<file path="config.mk">
export PLATFORM = sky130hd
export DESIGN_NAME = msgout_parser
export DESIGN_NICKNAME = d
export VERILOG_FILES = /design/src/rtl/msgout_pkg.sv /design/src/rtl/msgout_classify.sv /design/src/rtl/msgout_xfer_ctr.sv /design/src/rtl/msgout_seq.sv /design/src/rtl/msgout_parser.sv
export SDC_FILE = /design/constraint.sdc
export NUM_CORES = 1
export LEC_CHECK = 0
export ABC_AREA = 1
export BUFFER_PORTS_ARGS = -buffer_cell sky130_fd_sc_hd__buf_2
export CORE_MARGIN = 3
export CORE_UTILIZATION = 53
export DETAILED_ROUTE_END_ITERATION = 16
export PLACE_DENSITY = 0.93
export SYNTH_ARGS = -nofsm -noshare
export SYNTH_HDL_FRONTEND = slang
export SYNTH_SLANG_ARGS = --single-unit
export TNS_END_PERCENT = 20
</file>
<file path="constraint.sdc">
create_clock -name clk -period 1.8 [get_ports clk]
set_input_delay 0.09 -clock clk [delete_from_list [all_inputs] [get_ports clk]]
set_output_delay 0.09 -clock clk [all_outputs]
set_load 0.02 [all_outputs]
</file>
<file path="src/rtl/msgout_pkg.sv">
`timescale 1ns/1ps
package msgout_pkg;

  typedef enum logic [2:0] {
    PH_DOUT = 3'd0,
    PH_DIN  = 3'd1,
    PH_CMD  = 3'd2,
    PH_STAT = 3'd3,
    PH_MOUT = 3'd6,
    PH_MIN  = 3'd7
  } phase_e;

  typedef enum logic [1:0] {
    ACT_CMD  = 2'd0,
    ACT_DISC = 2'd1,
    ACT_DOUT = 2'd2,
    ACT_DIN  = 2'd3
  } act_e;

  typedef enum logic [2:0] {
    CL_DISC, CL_NOP, CL_EXT, CL_TAG, CL_TAG_PART, CL_IDENT, CL_BAD
  } cls_e;

  typedef enum logic [2:0] {
    ST_IDLE, ST_OP, ST_XLEN, ST_XCODE, ST_SKIP, ST_TAG
  } st_e;

  localparam logic [7:0] MB_DISC   = 8'h00;
  localparam logic [7:0] MB_EXT    = 8'h01;
  localparam logic [7:0] MB_NOP    = 8'h08;
  localparam logic [7:0] MB_TAG_S  = 8'h20;
  localparam logic [7:0] MB_TAG_H  = 8'h21;
  localparam logic [7:0] MB_TAG_O  = 8'h22;
  localparam logic [7:0] XC_SYNC   = 8'h01;
  localparam logic [7:0] XC_WIDE   = 8'h03;
  localparam logic [7:0] MB_REJECT = 8'h07;

  localparam int SKIP_W    = 2;
  localparam int SYNC_SKIP = 2;
  localparam int WIDE_SKIP = 1;

endpackage

</file>
<file path="src/rtl/msgout_classify.sv">
`timescale 1ns/1ps
module msgout_classify
  import msgout_pkg::*;
(
  input  logic [7:0] byte_i,
  output cls_e       cls_o
);

  always_comb begin
    if (byte_i[7])                                     cls_o = CL_IDENT;
    else if (byte_i == MB_DISC)                        cls_o = CL_DISC;
    else if (byte_i == MB_NOP)                         cls_o = CL_NOP;
    else if (byte_i == MB_EXT)                         cls_o = CL_EXT;
    else if (byte_i == MB_TAG_S)                       cls_o = CL_TAG;
    else if (byte_i == MB_TAG_H || byte_i == MB_TAG_O) cls_o = CL_TAG_PART;
    else                                               cls_o = CL_BAD;
  end

endmodule

</file>
<file path="src/rtl/msgout_xfer_ctr.sv">
`timescale 1ns/1ps
module msgout_xfer_ctr #(
  parameter int CNT_W  = 24,
  parameter int ADDR_W = 32
) (
  input  logic              clk,
  input  logic              rst_n,
  input  logic              load,
  input  logic [CNT_W-1:0]  load_cnt,
  input  logic [ADDR_W-1:0] load_addr,
  input  logic              step,
  output logic [CNT_W-1:0]  cnt_o,
  output logic [ADDR_W-1:0] addr_o,
  output logic              last_o
);

  logic [CNT_W-1:0]  cnt_q, cnt_d;
  logic [ADDR_W-1:0] addr_q, addr_d;
  logic              en;

  assign en = load | step;

  always_comb begin
    cnt_d  = cnt_q;
    addr_d = addr_q;
    if (load) begin
      cnt_d  = load_cnt;
      addr_d = load_addr;
    end else if (step) begin
      cnt_d  = cnt_q - 1'b1;
      addr_d = addr_q + 1'b1;
    end
  end

  always_ff @(posedge clk or negedge rst_n) begin
    if (!rst_n) begin
      cnt_q  <= '0;
      addr_q <= '0;
    end else if (en) begin
      cnt_q  <= cnt_d;
      addr_q <= addr_d;
    end
  end

  assign cnt_o  = cnt_q;
  assign addr_o = addr_q;
  assign last_o = (cnt_q == CNT_W'(1));

endmodule

</file>
<file path="src/rtl/msgout_seq.sv">
`timescale 1ns/1ps
module msgout_seq
  import msgout_pkg::*;
(
  input  logic       clk,
  input  logic       rst_n,
  input  logic       go,
  input  logic       fire,
  input  logic [7:0] byte_i,
  input  cls_e       cls_i,
  input  logic       last_i,
  output logic       active_o,
  output logic       ev_disc,
  output logic       ev_cmd,
  output logic       ev_ident,
  output logic       ev_part,
  output logic       ev_tag,
  output logic       ev_reject,
  output logic       ev_trunc
);

  st_e               st_q, st_d;
  logic [SKIP_W-1:0] skip_q, skip_d;
  logic              en;

  assign en = go | fire;

  always_comb begin
    st_d      = st_q;
    skip_d    = skip_q;
    ev_disc   = 1'b0;
    ev_cmd    = 1'b0;
    ev_ident  = 1'b0;
    ev_part   = 1'b0;
    ev_tag    = 1'b0;
    ev_reject = 1'b0;
    ev_trunc  = 1'b0;
    case (st_q)
      ST_IDLE: if (go) st_d = ST_OP;
      ST_OP: if (fire) begin
        case (cls_i)
          CL_DISC:     ev_disc = 1'b1;
          CL_NOP:      ev_cmd  = 1'b1;
          CL_IDENT:    ev_ident = 1'b1;
          CL_EXT:      st_d = ST_XLEN;
          CL_TAG:      st_d = ST_TAG;
          CL_TAG_PART: begin st_d = ST_TAG; ev_part = 1'b1; end
          default:     ev_reject = 1'b1;
        endcase
      end
      ST_XLEN: if (fire) st_d = ST_XCODE;
      ST_XCODE: if (fire) begin
        if (byte_i == XC_SYNC) begin
          skip_d = SKIP_W'(SYNC_SKIP);
          st_d   = ST_SKIP;
        end else if (byte_i == XC_WIDE) begin
          skip_d = SKIP_W'(WIDE_SKIP);
          st_d   = ST_SKIP;
        end else begin
          ev_reject = 1'b1;
        end
      end
      ST_SKIP: if (fire) begin
        skip_d = skip_q - 1'b1;
        st_d   = (skip_q == SKIP_W'(1)) ? ST_OP : ST_SKIP;
      end
      ST_TAG: if (fire) begin
        ev_tag = 1'b1;
        st_d   = ST_OP;
      end
      default: st_d = ST_IDLE;
    endcase
    if (fire) begin
      if (ev_reject) begin
        st_d = ST_IDLE;
      end else if (last_i) begin
        ev_trunc = (st_d != ST_OP);
        st_d     = ST_IDLE;
      end
    end
  end

  always_ff @(posedge clk or negedge rst_n) begin
    if (!rst_n) begin
      st_q   <= ST_IDLE;
      skip_q <= '0;
    end else if (en) begin
      st_q   <= st_d;
      skip_q <= skip_d;
    end
  end

  assign active_o = (st_q != ST_IDLE);

endmodule

</file>
<file path="src/rtl/msgout_parser.sv">
`timescale 1ns/1ps
module msgout_parser
  import msgout_pkg::*;
#(
  parameter int CNT_W  = 24,
  parameter int ADDR_W = 32
) (
  input  logic              clk,
  input  logic              rst_n,
  input  logic              start,
  input  logic [CNT_W-1:0]  start_cnt,
  input  logic [ADDR_W-1:0] start_addr,
  input  logic              in_valid,
  input  logic [7:0]        in_data,
  output logic              in_ready,
  output logic [ADDR_W-1:0] rd_addr,
  output logic [CNT_W-1:0]  remaining,
  output logic              busy,
  output logic [2:0]        phase,
  output logic              connected,
  output logic [2:0]        lun,
  output logic [7:0]        tag,
  output logic              tag_valid,
  output logic              tag_unsupported,
  output logic              trunc_err,
  output logic [7:0]        first_byte,
  output logic              msgin_push,
  output logic [7:0]        msgin_byte,
  output logic [1:0]        post_action
);

  logic go, fire, last, active;
  logic ev_disc, ev_cmd, ev_ident, ev_part, ev_tag, ev_reject, ev_trunc;
  cls_e cls;

  assign go   = start & ~active & (start_cnt != '0);
  assign fire = in_valid & active;

  msgout_classify u_cls (.byte_i(in_data), .cls_o(cls));

  msgout_xfer_ctr #(.CNT_W(CNT_W), .ADDR_W(ADDR_W)) u_ctr (
    .clk(clk), .rst_n(rst_n), .load(go), .load_cnt(start_cnt),
    .load_addr(start_addr), .step(fire), .cnt_o(remaining),
    .addr_o(rd_addr), .last_o(last)
  );

  msgout_seq u_seq (
    .clk(clk), .rst_n(rst_n), .go(go), .fire(fire), .byte_i(in_data),
    .cls_i(cls), .last_i(last), .active_o(active),
    .ev_disc(ev_disc), .ev_cmd(ev_cmd), .ev_ident(ev_ident),
    .ev_part(ev_part), .ev_tag(ev_tag), .ev_reject(ev_reject),
    .ev_trunc(ev_trunc)
  );

  logic [2:0] phase_q, phase_d;
  logic       conn_q, conn_d;
  logic [2:0] lun_q, lun_d;
  logic [7:0] tag_q, tag_d;
  logic       tagv_q, tagv_d;
  logic       part_q, part_d;
  logic       trunc_q, trunc_d;
  logic [7:0] fb_q, fb_d;
  logic       push_q, push_d;
  logic [7:0] mib_q, mib_d;
  logic [1:0] act_q, act_d;
  logic       upd_en;

  assign upd_en = go | fire | push_q;

  always_comb begin
    phase_d = phase_q;
    conn_d  = conn_q;
    lun_d   = lun_q;
    tag_d   = tag_q;
    tagv_d  = tagv_q;
    part_d  = part_q;
    trunc_d = trunc_q;
    fb_d    = fb_q;
    push_d  = 1'b0;
    mib_d   = mib_q;
    act_d   = act_q;
    if (go) begin
      phase_d = PH_MOUT;
      conn_d  = 1'b1;
      part_d  = 1'b0;
      trunc_d = 1'b0;
    end
    if (fire) fb_d = in_data;
    if (ev_disc) begin
      conn_d  = 1'b0;
      phase_d = PH_DOUT;
    end
    if (ev_cmd) phase_d = PH_CMD;
    if (ev_ident) begin
      lun_d   = in_data[2:0];
      phase_d = PH_CMD;
    end
    if (ev_part) part_d = 1'b1;
    if (ev_tag) begin
      tag_d  = tag_q | in_data;
      tagv_d = 1'b1;
    end
    if (ev_reject) begin
      phase_d = PH_MIN;
      act_d   = ACT_CMD;
      push_d  = 1'b1;
      mib_d   = MB_REJECT;
    end
    if (ev_trunc) trunc_d = 1'b1;
  end

  always_ff @(posedge clk or negedge rst_n) begin
    if (!rst_n) begin
      phase_q <= PH_DOUT;
      conn_q  <= 1'b0;
      lun_q   <= '0;
      tag_q   <= '0;
      tagv_q  <= 1'b0;
      part_q  <= 1'b0;
      trunc_q <= 1'b0;
      fb_q    <= '0;
      push_q  <= 1'b0;
      mib_q   <= '0;
      act_q   <= ACT_DISC;
    end else if (upd_en) begin
      phase_q <= phase_d;
      conn_q  <= conn_d;
      lun_q   <= lun_d;
      tag_q   <= tag_d;
      tagv_q  <= tagv_d;
      part_q  <= part_d;
      trunc_q <= trunc_d;
      fb_q    <= fb_d;
      push_q  <= push_d;
      mib_q   <= mib_d;
      act_q   <= act_d;
    end
  end

  assign in_ready        = active;
  assign busy            = active;
  assign phase           = phase_q;
  assign connected       = conn_q;
  assign lun             = lun_q;
  assign tag             = tag_q;
  assign tag_valid       = tagv_q;
  assign tag_unsupported = part_q;
  assign trunc_err       = trunc_q;
  assign first_byte      = fb_q;
  assign msgin_push      = push_q;
  assign msgin_byte      = mib_q;
  assign post_action     = act_q;

endmodule

</file>
==> run summary, run 1 <==
After detailed routing, the number of vias per cell comes to 5.546. The number of enable-type register cells in the synthesized netlist was 0; the overall routing resource usage was 30.59%. At the end of the flow the core is filled with cells to 72.29%. Setup violations remaining at the end of the flow were counted as 2. Summed over all failing endpoints, the final setup total negative slack is -67.35 ps. The clock reaches the later pin of the worst-skew pair after 370 ps. Before antenna repair, the detailed router went through 6 iterations. In this run, CTS created clock tree buffers numbering 9. Yosys printed 0 warnings. Once layout is done, the placed cells without fillers occupy 7530 µm². For the number of antenna violations at the first check in global routing, the log shows 0. For this run, the leading register cell type out of synthesis is sky130_fd_sc_hd__dfrtp_1. For the H-tree depth, the log shows 3. The number of flip-flops and latches in the synthesized netlist works out to 90. The run gives 22.49 ps as the setup slack at placement. The count of buffers inserted at the top-level ports was 156; the final hold violation count was 0. The tools report the number of global-route vias before repair as 5979. The tree is rooted in a sky130_fd_sc_hd__clkbuf_8. For the worst setup path, the data arrival time is 2080 ps. The die outline height is 109.8 µm. For the detailed-route DRC error count, the log shows 0. Relative to the synthesized area, the layout overhead comes to 31.83%. The tools report the kind of start point of the critical path as a flip-flop. The die width is 109.8 µm, and the synthesized instance count is 780.

The die covers 12060 µm². Setup repair after global routing could not meet its margin everywhere. The area of placed instances was 6778 µm². The path type of the worst setup path is reg -> reg.

0 antenna diodes ended up in the layout. The fraction of final layout cells sized beyond drive strength 1 is 26.61%. Global routing finished with a remaining overflow of 0. STA puts the critical path data required time at 2050 ps.

Entering global routing, the biggest net connects 91 pins. The clock-pin transition on the worst setup and hold timing paths is 110 ps. The class of the tightest hold or removal check is in -> reg. After synthesis, the cell types taking the most area are sky130_fd_sc_hd__dfrtp_1 39%, sky130_fd_sc_hd__nand2_1 15%, sky130_fd_sc_hd__nor2_1 6.2%. TritonCTS built the clock tree.

The average size of a mapped cell works out to 7.323 µm². The number of pins exceeding their max-slew limit in the final report was 0; the share of synthesized area occupied by flip-flops and latches was 39.45%. The worst setup margin was -35.49 ps.

The met3 track demand over resource is 6.107%, and the number of distinct library cells after synthesis is 52. The cell area power density was 1677 nW/µm². Total number of vias: 6339. For this run, the top clock speed supported by timing is 0.5448 GHz.

For the net count reported at finish, the log shows 1074. After synthesis, the share of flip-flops with an asynchronous set or reset is 100.0%. The met2 global-route usage is 51.13%. The first global-routing pass estimated 29050 µm of wire. The flow ran to the end, but the final reports show violations.

The most used routing layer in global routing was met2. The final weighted congestion of routability-driven global placement was 0.9748; the clock skew after layout was 15.63 ps. Total routed wirelength: 18650 µm. The biggest area contributor in the post-synthesis netlist is sky130_fd_sc_hd__dfrtp_1.

The worst setup path is captured at a flip-flop. The share of the synthesized area in the top cell type was 38.99%; the detailed placer's ending HPWL was 13300 µm. Final hold analysis gives a worst-case slack of 9.459 ps. The clock drives 90 sinks. The boundary pin count came out at 163. The analysis attributes to cell leakage a power of 3.696 nW. In the final routed layout, each cell accounts on average for 16.32 µm. Measured against its own limit, the worst slew margin works out to 65.56%. Of the available clock period, the critical path in the final layout requires 102.0%. The run gives 0 as the remaining antenna violation count after routing. The library cell used most frequently in the layout, excluding fill and tap cells, is sky130_fd_sc_hd__nand2_1. The region available for standard cell placement spans 10420 µm². In this run, the number of DRC markers left after iteration 0 of detailed routing was 500. The tools report the starting utilization of the core area as 54.83%.

For the finished layout, the period the worst path requires is 1835 ps. The slew at the pin closest to its max-slew limit works out to 516.7 ps. Maximum fanout along the worst path: 5.

The tool flagged a number of max-cap violations equal to 0. The final reports fail on setup timing. The clock passes through at most 2 buffers. The floorplan has 37 rows.

The top cell types in the final layout, fill and taps aside, are 221 x sky130_fd_sc_hd__nand2_1, 155 x sky130_fd_sc_hd__buf_2, 92 x sky130_fd_sc_hd__nor2_1, 88 x sky130_fd_sc_hd__dfrtp_1, 76 x sky130_fd_sc_hd__inv_1. Global routing consumed, on the met1 layer, 39.37% of the routing resources. After synthesis the cells add up to 5712 µm². The worst-case IR drop observed on VDD is 0.0008923 V.
-- flip-flops by register name, indices dropped and copies added, names as in the netlist --
| signal | flops |
|---|---|
| u_ctr.addr_o | 32 |
| u_ctr.cnt_o | 24 |
| first_byte | 8 |
| tag | 8 |
| lun | 3 |
| phase | 3 |
| u_seq.st_q | 3 |
| u_seq.skip_q | 2 |
| connected | 1 |
| msgin_byte | 1 |
| msgin_push | 1 |
| post_action | 1 |
| tag_unsupported | 1 |
| tag_valid | 1 |
| trunc_err | 1 |
-- path summary, 6_finish.rpt --
kind / startpoint / cells after the start / slack (ps) / endpoint
worst min register to register: post_action[0]$_DFFE_PN1P_ / 2 / 450 / post_action[0]$_DFFE_PN1P_
min in group asynchronous: rst_n / 3 / 290 / u_ctr.addr_o[14]$_DFFE_PN0P_
worst max register to register: u_ctr.addr_o[0]$_DFFE_PN0P_ / 10 / -40 / u_ctr.addr_o[14]$_DFFE_PN0P_
max in group asynchronous: rst_n / 3 / 1090 / u_ctr.cnt_o[23]$_DFFE_PN0P_
worst min-delay path: start_cnt[20] / 3 / 9 / u_ctr.cnt_o[20]$_DFFE_PN0P_
worst max-delay path: u_ctr.addr_o[0]$_DFFE_PN0P_ / 10 / -40 / u_ctr.addr_o[14]$_DFFE_PN0P_
-- area by class of cell --
class                           instances  area, µm²
Fill cell                             803       2887
Timing Repair Buffer                  235       1549
Tap cell                              136      170.2
Clock buffer                           10      137.6
Clock inverter                          6      48.80
Inverter                               87      329.1
Multi-Input combinational cell        579       3040
Sequential cell                        90       2255
-- worst max-delay path: stages, from the launching register on --
cell and delay, ps:
sky130_fd_sc_hd__dfrtp_1 420, sky130_fd_sc_hd__ha_2 220, sky130_fd_sc_hd__nand2_2 80, sky130_fd_sc_hd__nor2_4 190, sky130_fd_sc_hd__nand2_4 100, sky130_fd_sc_hd__nor2_4 170
sky130_fd_sc_hd__nand4_4 120, sky130_fd_sc_hd__nor2_4 140, sky130_fd_sc_hd__nand2_1 60, sky130_fd_sc_hd__o211ai_1 110, sky130_fd_sc_hd__nand3_1 100
-- routing by layer --
metal / share of wire (%) / vias to the layer above / wire length, µm
met5: 0 / - / 0
met4: 2.8 / 0 / 521
met3: 9.7 / 63 / 1811
met2: 48 / 394 / 8866
met1: 40 / 2896 / 7450
li1: - / 2986 / -
-- cell families after synthesis --
logic type | Yosys count | share of synthesized area (%)
other | 1 | 0.06565
AOI/OAI and AO/OA | 101 | 11.85
xor gates and xnor gates | 24 | 3.680
DFF | 90 | 39.45
adders and majority gates | 4 | 0.8763
buffers and inverters | 116 | 8.675
and+or+nand+nor | 444 | 35.40
-- where the power goes --
part	switching (W)	internal [W]
clock network	0.000834	0.000553
logic	0.00461	0.00261
registers	0.00109	0.00294
total	0.00653	0.00610
-- timing repair --
action	CTS	global route
endpoints found under the hold margin	129	0
buffers inserted	0	8
endpoints found under the setup margin	0	37
gates resized for setup	0	20
hold buffers	41	0
-- metrics by stage --
step / instances / total power [W]
6_report: 1143 / 0.01263
3_5_place_dp: 1077 / 0.01072
5_1_grt: 1143 / 0.01347
4_1_cts: 1134 / 0.01217
2_1_floorplan: 785 / 0.008260
3_3_place_gp: 1077 / 0.01054
-- Yosys cell counts, types with 7 or more instances --
cell and instances:
sky130_fd_sc_hd__xnor2_1 8, sky130_fd_sc_hd__buf_2 15, sky130_fd_sc_hd__nand2_1 222, sky130_fd_sc_hd__dfrtp_1 89
sky130_fd_sc_hd__o21ai_0 29, sky130_fd_sc_hd__o211ai_1 29, sky130_fd_sc_hd__nand4_1 11, sky130_fd_sc_hd__nand2_2 7
sky130_fd_sc_hd__o21bai_1 11, sky130_fd_sc_hd__inv_2 9, sky130_fd_sc_hd__nor2_2 8, sky130_fd_sc_hd__nor3_1 11
sky130_fd_sc_hd__buf_4 11, sky130_fd_sc_hd__nor2_1 95, sky130_fd_sc_hd__o221ai_1 7, sky130_fd_sc_hd__nand3_1 56
sky130_fd_sc_hd__inv_1 77, sky130_fd_sc_hd__xor2_1 16
Power figures use the tool's default switching activity.
==> run 2, diff against run 1 <==
--- a/config.mk
+++ b/config.mk
@@ -7,10 +7,13 @@
 export LEC_CHECK = 0
 export ABC_AREA = 1
 export BUFFER_PORTS_ARGS = -buffer_cell sky130_fd_sc_hd__buf_2
+export CELL_PAD_IN_SITES_DETAIL_PLACEMENT = 1
+export CELL_PAD_IN_SITES_GLOBAL_PLACEMENT = 1
 export CORE_MARGIN = 3
-export CORE_UTILIZATION = 53
+export CORE_UTILIZATION = 37
 export DETAILED_ROUTE_END_ITERATION = 16
-export PLACE_DENSITY = 0.93
+export GPL_TIMING_DRIVEN = 0
+export PLACE_DENSITY = 0.78
 export SYNTH_ARGS = -nofsm -noshare
 export SYNTH_HDL_FRONTEND = slang
 export SYNTH_SLANG_ARGS = --single-unit
==> run 2 against run 1 <==
The run now ends clean. Utilization shrank 21 points. Highest routed layer is now met5. Sequential share of layout area shrank 0.37 points. Clock skew shrank 7.6 ps. Via count shrank 2.6%. Global-route usage shrank 4.0 points. Sequential cell count is the same. Worst setup slack gained 45 ps. Critical path depth grew 1. Largest power group unchanged. Largest cell class unchanged. Critical endpoint is now u_ctr.addr_o[18]$_DFFE_PN0P_.
==> run summary, run 2 (synthesized netlist as in run 1, its figures left out) <==
The tightest min-delay check is of the in -> reg type. The relative slew slack is 58.27%. VDD sags by at most 0.0006867 V.

Summing all multi-input logic gate instances after layout gives 3110 µm². The maximum fanout along the worst path was 4. The data required time at the worst endpoint came out at 2070 ps.

Before CTS, the worst setup slack after placement is -162.8 ps. The stage delay of the slowest cell on the critical path works out to 390 ps. The clock root buffer master was sky130_fd_sc_hd__clkbuf_16. The setup path with the least slack is of type reg -> reg.

The tools report the boundary pin count as 163. The number of standard cells in the layout, taps in and fillers out is 1184, and the arrival time of the worst setup path is 2060 ps. Of the cells placed in the final design, the portion with a size suffix greater than 1 is 28.60%. After detailed routing, the average wire length per cell comes to 18.46 µm. The tools report the total routed wirelength as 21860 µm. Global routing finished with a remaining overflow of 0.

CTS built an H-tree with a depth of 3. For the number of clock sinks, the log shows 90. The maximum clock insertion buffer count is 2. Across the run, the number of max-cap violations was 0. Measured along the x axis, the die boundary spans 130.2 µm. The first global-routing pass estimated 34730 µm of wire. The die outline height came out at 130.2 µm.

For this design, the slowest cell found on the critical path is sky130_fd_sc_hd__dfrtp_1. The net count reported at finish is 1067. The signal on the critical path passes through ha_2 -> nand2_2 -> nor2_4 -> nand2_4 -> nor2_4 -> nand2_2 -> inv_2 -> nand2_1 -> xnor2_1 -> nor2_1 -> o21ai_1.

Subtracting the final worst setup slack from the clock period gives 1790 ps. At the end of routability-driven placement, the weighted congestion stood at 0.8980. For the number of global-route vias before repair, the log shows 6482. The floorplan step defined a core boundary enclosing 14810 µm².

Dividing the detail-routed via count by the number of cells gives 5.214. The worst setup margin came out at 9.808 ps. Timing would allow up to 0.5586 GHz. The library cell used most frequently in the layout, excluding fill and tap cells, is sky130_fd_sc_hd__nand2_1. Entering global routing, the biggest net connects 49 pins. For this design the total switching power over the nets is 0.006848 W.

STA classifies the critical path startpoint as a flip-flop. The number of antenna violations at the first check in global routing came out at 1. The tools report the type of element capturing the critical path as a flip-flop. At the pin with the least slew margin, the transition time is 625.9 ps. After layout, the design draws a total of 0.01336 W.

Clock-pin slew was measured on the worst setup and hold paths at 70 ps. In this run switching power makes up 51.26% of total power. Number of cells after detailed placement: 1126. The detailed-route DRC error count was 0. The overall routing resource usage is 26.61%, and the starting utilization of the core area is 38.57%.

Counting instances, the worst hold path has a depth of 3. TritonCTS built the clock tree. For the count of endpoints failing setup in the final report, the log shows 0. The run gives 0 as the remaining antenna violation count after routing.

In the layout the commonest cells are 219 x sky130_fd_sc_hd__nand2_1, 159 x sky130_fd_sc_hd__buf_2, 88 x sky130_fd_sc_hd__nor2_1, 83 x sky130_fd_sc_hd__dfrtp_1, 76 x sky130_fd_sc_hd__inv_1. Per report_power, the sequential group accounts for 31.0% of the total. In this run the tool buffered the top-level ports with 156 buffer cells.

The storage element area is 2261 µm². The register with the most flip-flops in the layout has 32 of them. The run gives 16310 µm as the detailed placer's ending HPWL.

Summed over all cells, the static leakage comes to 3.724 nW. For this block, the via count after detailed routing is 6173. The tools report the final hold violation count as 0. The cell area power density is 1747 nW/µm², and the clock share of power is 15.0%. Between clock sinks in the finished design, the worst skew comes to 8.006 ps. Compared with the post-synthesis result, the final layout area differs by 33.87%. On the final layout, the worst hold slack is 4.479 ps. The number of cells on the worst reg-to-reg path is 11.

Buffers inserted during clock tree synthesis total 9. For this run, the detailed router's first-pass iteration total came to 5. Setup repair after global routing could not meet its margin everywhere.

The run gives 0.006511 W as the internal power summed over all cells. The final critical path takes up 99.46% of the cycle. After the first detailed-routing iteration, the DRC count stood at 313.

Combinational logic burns 54.1% of the power. The run finished with clean final reports. For the area of the die, the log shows 16960 µm².

The filler cells instantiated in the layout total 1935. The source-to-sink clock delay at the later pin of the worst-skew pair is 360 ps, and the number of diodes is 0. Row generation in the floorplan step produced 44 rows. The number of pins exceeding their max-slew limit in the final report was 0.
[run 2: worst max-delay path, delay by kind of cell, from the launching register on]
family	cells	cell delay, ps
DFF	1	390
adders and majority gates	1	210
xor gates and xnor gates	1	160
and+or+nand+nor	7	700
buffers and inverters	1	70
AOI/OAI and AO/OA	1	180
[run 2: routing by layer]
layer	track usage, %	vias up	routed length [µm]
met1	33.66	2988	9228
met3	6.263	29	1421
met5	0	-	13
li1	-	2969	-
met4	7.763	2	332
met2	45.35	185	10870
[run 2: area by class of cell]
type | instances | share of cell area [%]
plain buffers | 29 | 2.798
flip-flops and latches | 90 | 29.57
inverters | 87 | 4.304
well taps | 184 | 3.011
clock inverters | 7 | 0.9818
multi-input cells | 579 | 40.68
clock buffers | 9 | 2.946
repair buffers | 199 | 15.71
[run 2: stage by stage]
stage	util [%]	setup TNS, ps	instance area (µm²)
after floorplan	-	0	5731
after global placement	45.52	-32350	6741
after detailed placement	45.72	-2599	6771
after CTS	50.38	-7.292	7461
after global routing	51.63	-874.2	7646
final	51.63	0	7646
[run 2: timing repair]
item,CTS,global route
hold buffers,30,0
setup buffers,6,6
hold endpoints to repair,70,0
pin swaps,4,10
gates resized for setup,17,39
endpoints found under the setup margin,40,52
[run 2: power groups by stage]
stage	clock [W]	sequential, W	combinational, W
floorplan	0	0.00487	0.00339
global placement	0	0.00406	0.00661
detailed placement	0	0.00409	0.00679
CTS	0.00203	0.00409	0.00702
global route	0.00213	0.00430	0.00796
finish	0.00200	0.00414	0.00722
[run 2: final timing paths]
check	start	end	slack [ps]
max	u_ctr.addr_o[1]$_DFFE_PN0P_	u_ctr.addr_o[18]$_DFFE_PN0P_	10
min	start_cnt[22]	u_ctr.cnt_o[22]$_DFFE_PN0P_	4
max reg2reg	u_ctr.addr_o[1]$_DFFE_PN0P_	u_ctr.addr_o[18]$_DFFE_PN0P_	10
min reg2reg	post_action[0]$_DFFE_PN1P_	post_action[0]$_DFFE_PN1P_	440
max in group asynchronous	rst_n	u_ctr.addr_o[5]$_DFFE_PN0P_	850
min in group asynchronous	rst_n	u_ctr.addr_o[18]$_DFFE_PN0P_	260
==> run 3, diff against run 2 <==
--- a/config.mk
+++ b/config.mk
@@ -9,7 +9,7 @@
 export BUFFER_PORTS_ARGS = -buffer_cell sky130_fd_sc_hd__buf_2
 export CELL_PAD_IN_SITES_DETAIL_PLACEMENT = 1
 export CELL_PAD_IN_SITES_GLOBAL_PLACEMENT = 1
-export CORE_MARGIN = 3
+export CORE_MARGIN = 4
 export CORE_UTILIZATION = 37
 export DETAILED_ROUTE_END_ITERATION = 16
 export GPL_TIMING_DRIVEN = 0
==> constraint.sdc (replaced) <==
create_clock -name clk -period 1.8 [get_ports clk]
set_input_delay 0.36 -clock clk [delete_from_list [all_inputs] [get_ports clk]]
set_output_delay 0.36 -clock clk [all_outputs]
set_load 0.02 [all_outputs]
==> run 3 against run 2 <==
The flow now finishes with violations (setup timing). Cell count down 1.9%. Design area down 3.8%. Global-route usage down 2.1 points. Highest routed layer is now met4. First-iteration DRC count down 4.5%. Sequential cell count unchanged. Clock-buffer cell count up 1. Die area up 3.1%. Non-clock buffer count down 26. Clock power up 3%. Fmax down 3.6%.
==> run summary, run 3 (synthesized netlist as in run 1, its figures left out) <==
Buffers placed on the I/O ports in this run total 156. The source-to-sink clock delay at the later pin of the worst-skew pair is 350 ps. The worst register-to-register path begins at u_ctr.addr_o[0]$_DFFE_PN0P_. The completed layout was analyzed and its total power is 0.01328 W. The most used routing layer in global routing is met2. Setup repair after global routing could not meet its margin everywhere. In the global route stage, overall resource usage came out at 24.49%.

The first-pass GRT wire length was 34210 µm. The area overhead of the layout relative to synthesis is 28.74%. At the worst endpoint, the arrival time is 2150 ps.

After clock tree synthesis, the clock-pin slew on the worst setup and hold paths is 70 ps. The worst setup margin is -56.41 ps, and the flip-flop count of the largest register after layout is 32. Entering global routing, the biggest net connects 60 pins. The total area inside the core boundary comes to 15150 µm². The number of global-route vias before repair is 6381, and the final critical-path share of the clock period is 103.1%.

TritonCTS built the clock tree. Path type of the worst setup path: reg -> reg. In this run the count of I/O pins placed on the die edge is 163. For this run, global-route usage on met1 was measured as 31.28%. The slew at the pin closest to its max-slew limit came out at 510.7 ps.

Across the run, the number of max-cap violations was 0. Setup violations remaining at the end of the flow were counted as 2. The logs give 217.5 ps for the worst hold slack and 1041 for the net count reported at finish. The leakage power summed over all cells was 3.603 nW; the number of core rows was 45. The clock root buffer master was sky130_fd_sc_hd__clkbuf_16. Across the routed clock network, the largest skew measured is 7.618 ps. The die outline height was 132.2 µm.

Headroom to the max-slew limit came out at 65.96%. The detailed placer's ending HPWL was 16270 µm. Tracing the worst setup path back leads to its startpoint at u_ctr.addr_o[0]$_DFFE_PN0P_. The flow ran to the end, but the final reports show violations. Counting the buffers created by CTS gives 9.

After detailed routing, the total wire length is 21370 µm. The worst setup path is launched from a flip-flop. Dividing the detail-routed wire length by the instance count gives 18.39 µm. In the final layout, the share of cells above drive strength 1 is 29.26%. STA puts the critical path data required time at 2090 ps. Global routing used 42.30% of the available met2 tracks. At the end of routability-driven placement, the weighted congestion stood at 0.8894.

0 antenna diodes ended up in the layout. The run gives 17490 µm² as the area of the die. The worst setup path is captured at a flip-flop. The logs give 6089 for the total number of vias and 0 for the number of pins exceeding their max-slew limit in the final report. The number of clock sinks is 90, and the number of antenna violations at the first check in global routing is 0.

The final reports fail on setup timing. The filler cells instantiated in the layout total 1977. The depth of the worst register-to-register path works out to 10. Dividing the detail-routed via count by the number of cells gives 5.240. Along the worst hold path, the cell count comes to 3.

The minimum period implied by the final worst setup slack was 1856 ps. For the H-tree depth, the log shows 3. In the layout the commonest cells are 219 x sky130_fd_sc_hd__nand2_1, 157 x sky130_fd_sc_hd__buf_2, 91 x sky130_fd_sc_hd__nor2_1, 81 x sky130_fd_sc_hd__dfrtp_1, 76 x sky130_fd_sc_hd__inv_1. The run gives 0 as the remaining global-route overflow. For this run, the detailed router's first-pass iteration total came to 5. The worst ir drop on vdd was 0.0007999 V; the area taken by multi-input logic gates was 3062 µm².

The die width is 132.2 µm, and the final hold violation count is 0. For this run, design rule violations remaining after detail routing come to 0. The storage element area is 2263 µm².

The area of all placed cells without fillers came out at 7353 µm². Once placement finished, the instance area stood at 6777 µm². Global routing used 4.656% of the available met3 tracks.

The worst hold path belongs to the class in -> reg. The remaining antenna violation count after routing is 0. In this run, the number of DRC markers left after iteration 0 of detailed routing was 299. Once the floorplan was initialized, standard cells occupied 37.71% of the core. Based on the critical path, the design can be clocked at up to 0.5387 GHz.

The clock passes through at most 2 buffers. Setup slack on the worst reg-to-reg path comes out at -60 ps. The most frequent standard cell in the layout excluding fill and tap cells was sky130_fd_sc_hd__nand2_1. Cell area power density: 1806 nW/µm².

The maximum fanout along the worst path is 4. Terminus of the critical flop-to-flop path: u_ctr.addr_o[20]$_DFFE_PN0P_. The capture point of the worst path was u_ctr.addr_o[20]$_DFFE_PN0P_.
## run 3: changes by cell type in the layout (fill, tap and decap cells not counted), moves of 3 or more
cell and delta:
sky130_fd_sc_hd__dlygate4sd3_1 -29, sky130_fd_sc_hd__buf_4 +3, sky130_fd_sc_hd__clkinv_4 +3, sky130_fd_sc_hd__clkinvlp_4 -3, sky130_fd_sc_hd__nor2_1 +3
## run 3: timing repair
| action | 4_1_cts | 5_1_grt |
|---|---|---|
| setup buffers | 3 | 12 |
| hold endpoints to repair | 31 | 0 |
| gates cloned | 0 | 0 |
| endpoints found under the setup margin | 42 | 61 |
| hold buffers | 1 | 0 |
| resized for setup | 9 | 39 |
| pin swaps | 1 | 11 |
## run 3: final cells by class
cell class | count | area share [%]
multi-input cells | 579 | 41.64
flip-flops and latches | 90 | 30.78
repair buffers | 173 | 12.69
inverters | 87 | 4.475
clock buffers | 10 | 3.250
well taps | 188 | 3.199
plain buffers | 29 | 2.961
clock inverters | 6 | 1.004
## run 3: worst max-delay path, stage by stage (launching register included)
cell                      delay (ps)
sky130_fd_sc_hd__dfrtp_1         410
sky130_fd_sc_hd__ha_2            220
sky130_fd_sc_hd__nand2_2          80
sky130_fd_sc_hd__nor2_4          170
sky130_fd_sc_hd__nand2_4         110
sky130_fd_sc_hd__nor2_4          180
sky130_fd_sc_hd__nand4_4         120
sky130_fd_sc_hd__nor2_4          150
sky130_fd_sc_hd__nand3_2         110
sky130_fd_sc_hd__o21a_1          190
sky130_fd_sc_hd__nand2_1          50
## run 3: metrics by stage
step	std cells	utilization (%)	TNS, ps	worst slack (ps)
6_report	1162	48.55	-66.33	-56.41
4_1_cts	1150	47.20	-35.87	-16.26
3_3_place_gp	1129	44.54	-60740	-637.7
5_1_grt	1162	48.55	-1024	-175.2
3_5_place_dp	1130	44.74	-5800	-235.9
2_1_floorplan	785	-	0	71.68
## run 3: where the power goes
part,switching [W],internal [W]
Sequential,0.00115,0.00296
Clock,0.000916,0.00113
Combinational,0.00470,0.00241
## run 3: how the worst min path moves through the flow
stage,to,slack (ps),from
6_report,u_ctr.addr_o[27]$_DFFE_PN0P_,220,start_addr[27]
3_5_place_dp,u_ctr.addr_o[13]$_DFFE_PN0P_,360,rst_n
4_1_cts,u_ctr.addr_o[1]$_DFFE_PN0P_,220,start_addr[1]
2_1_floorplan,connected$_DFFE_PN0P_,60,rst_n
3_3_place_gp,post_action[0]$_DFFE_PN1P_,430,post_action[0]$_DFFE_PN1P_
5_1_grt,u_ctr.addr_o[14]$_DFFE_PN0P_,240,start_addr[14]
## run 3: layer usage
layer  part of all wire [%]  up-vias  wire (µm)
li1                       -     2923          -
met1                     43     2964       9188
met2                     50      178      10600
met3                    5.6       24       1188
met4                    1.8        0        387
met5                      0        -          0
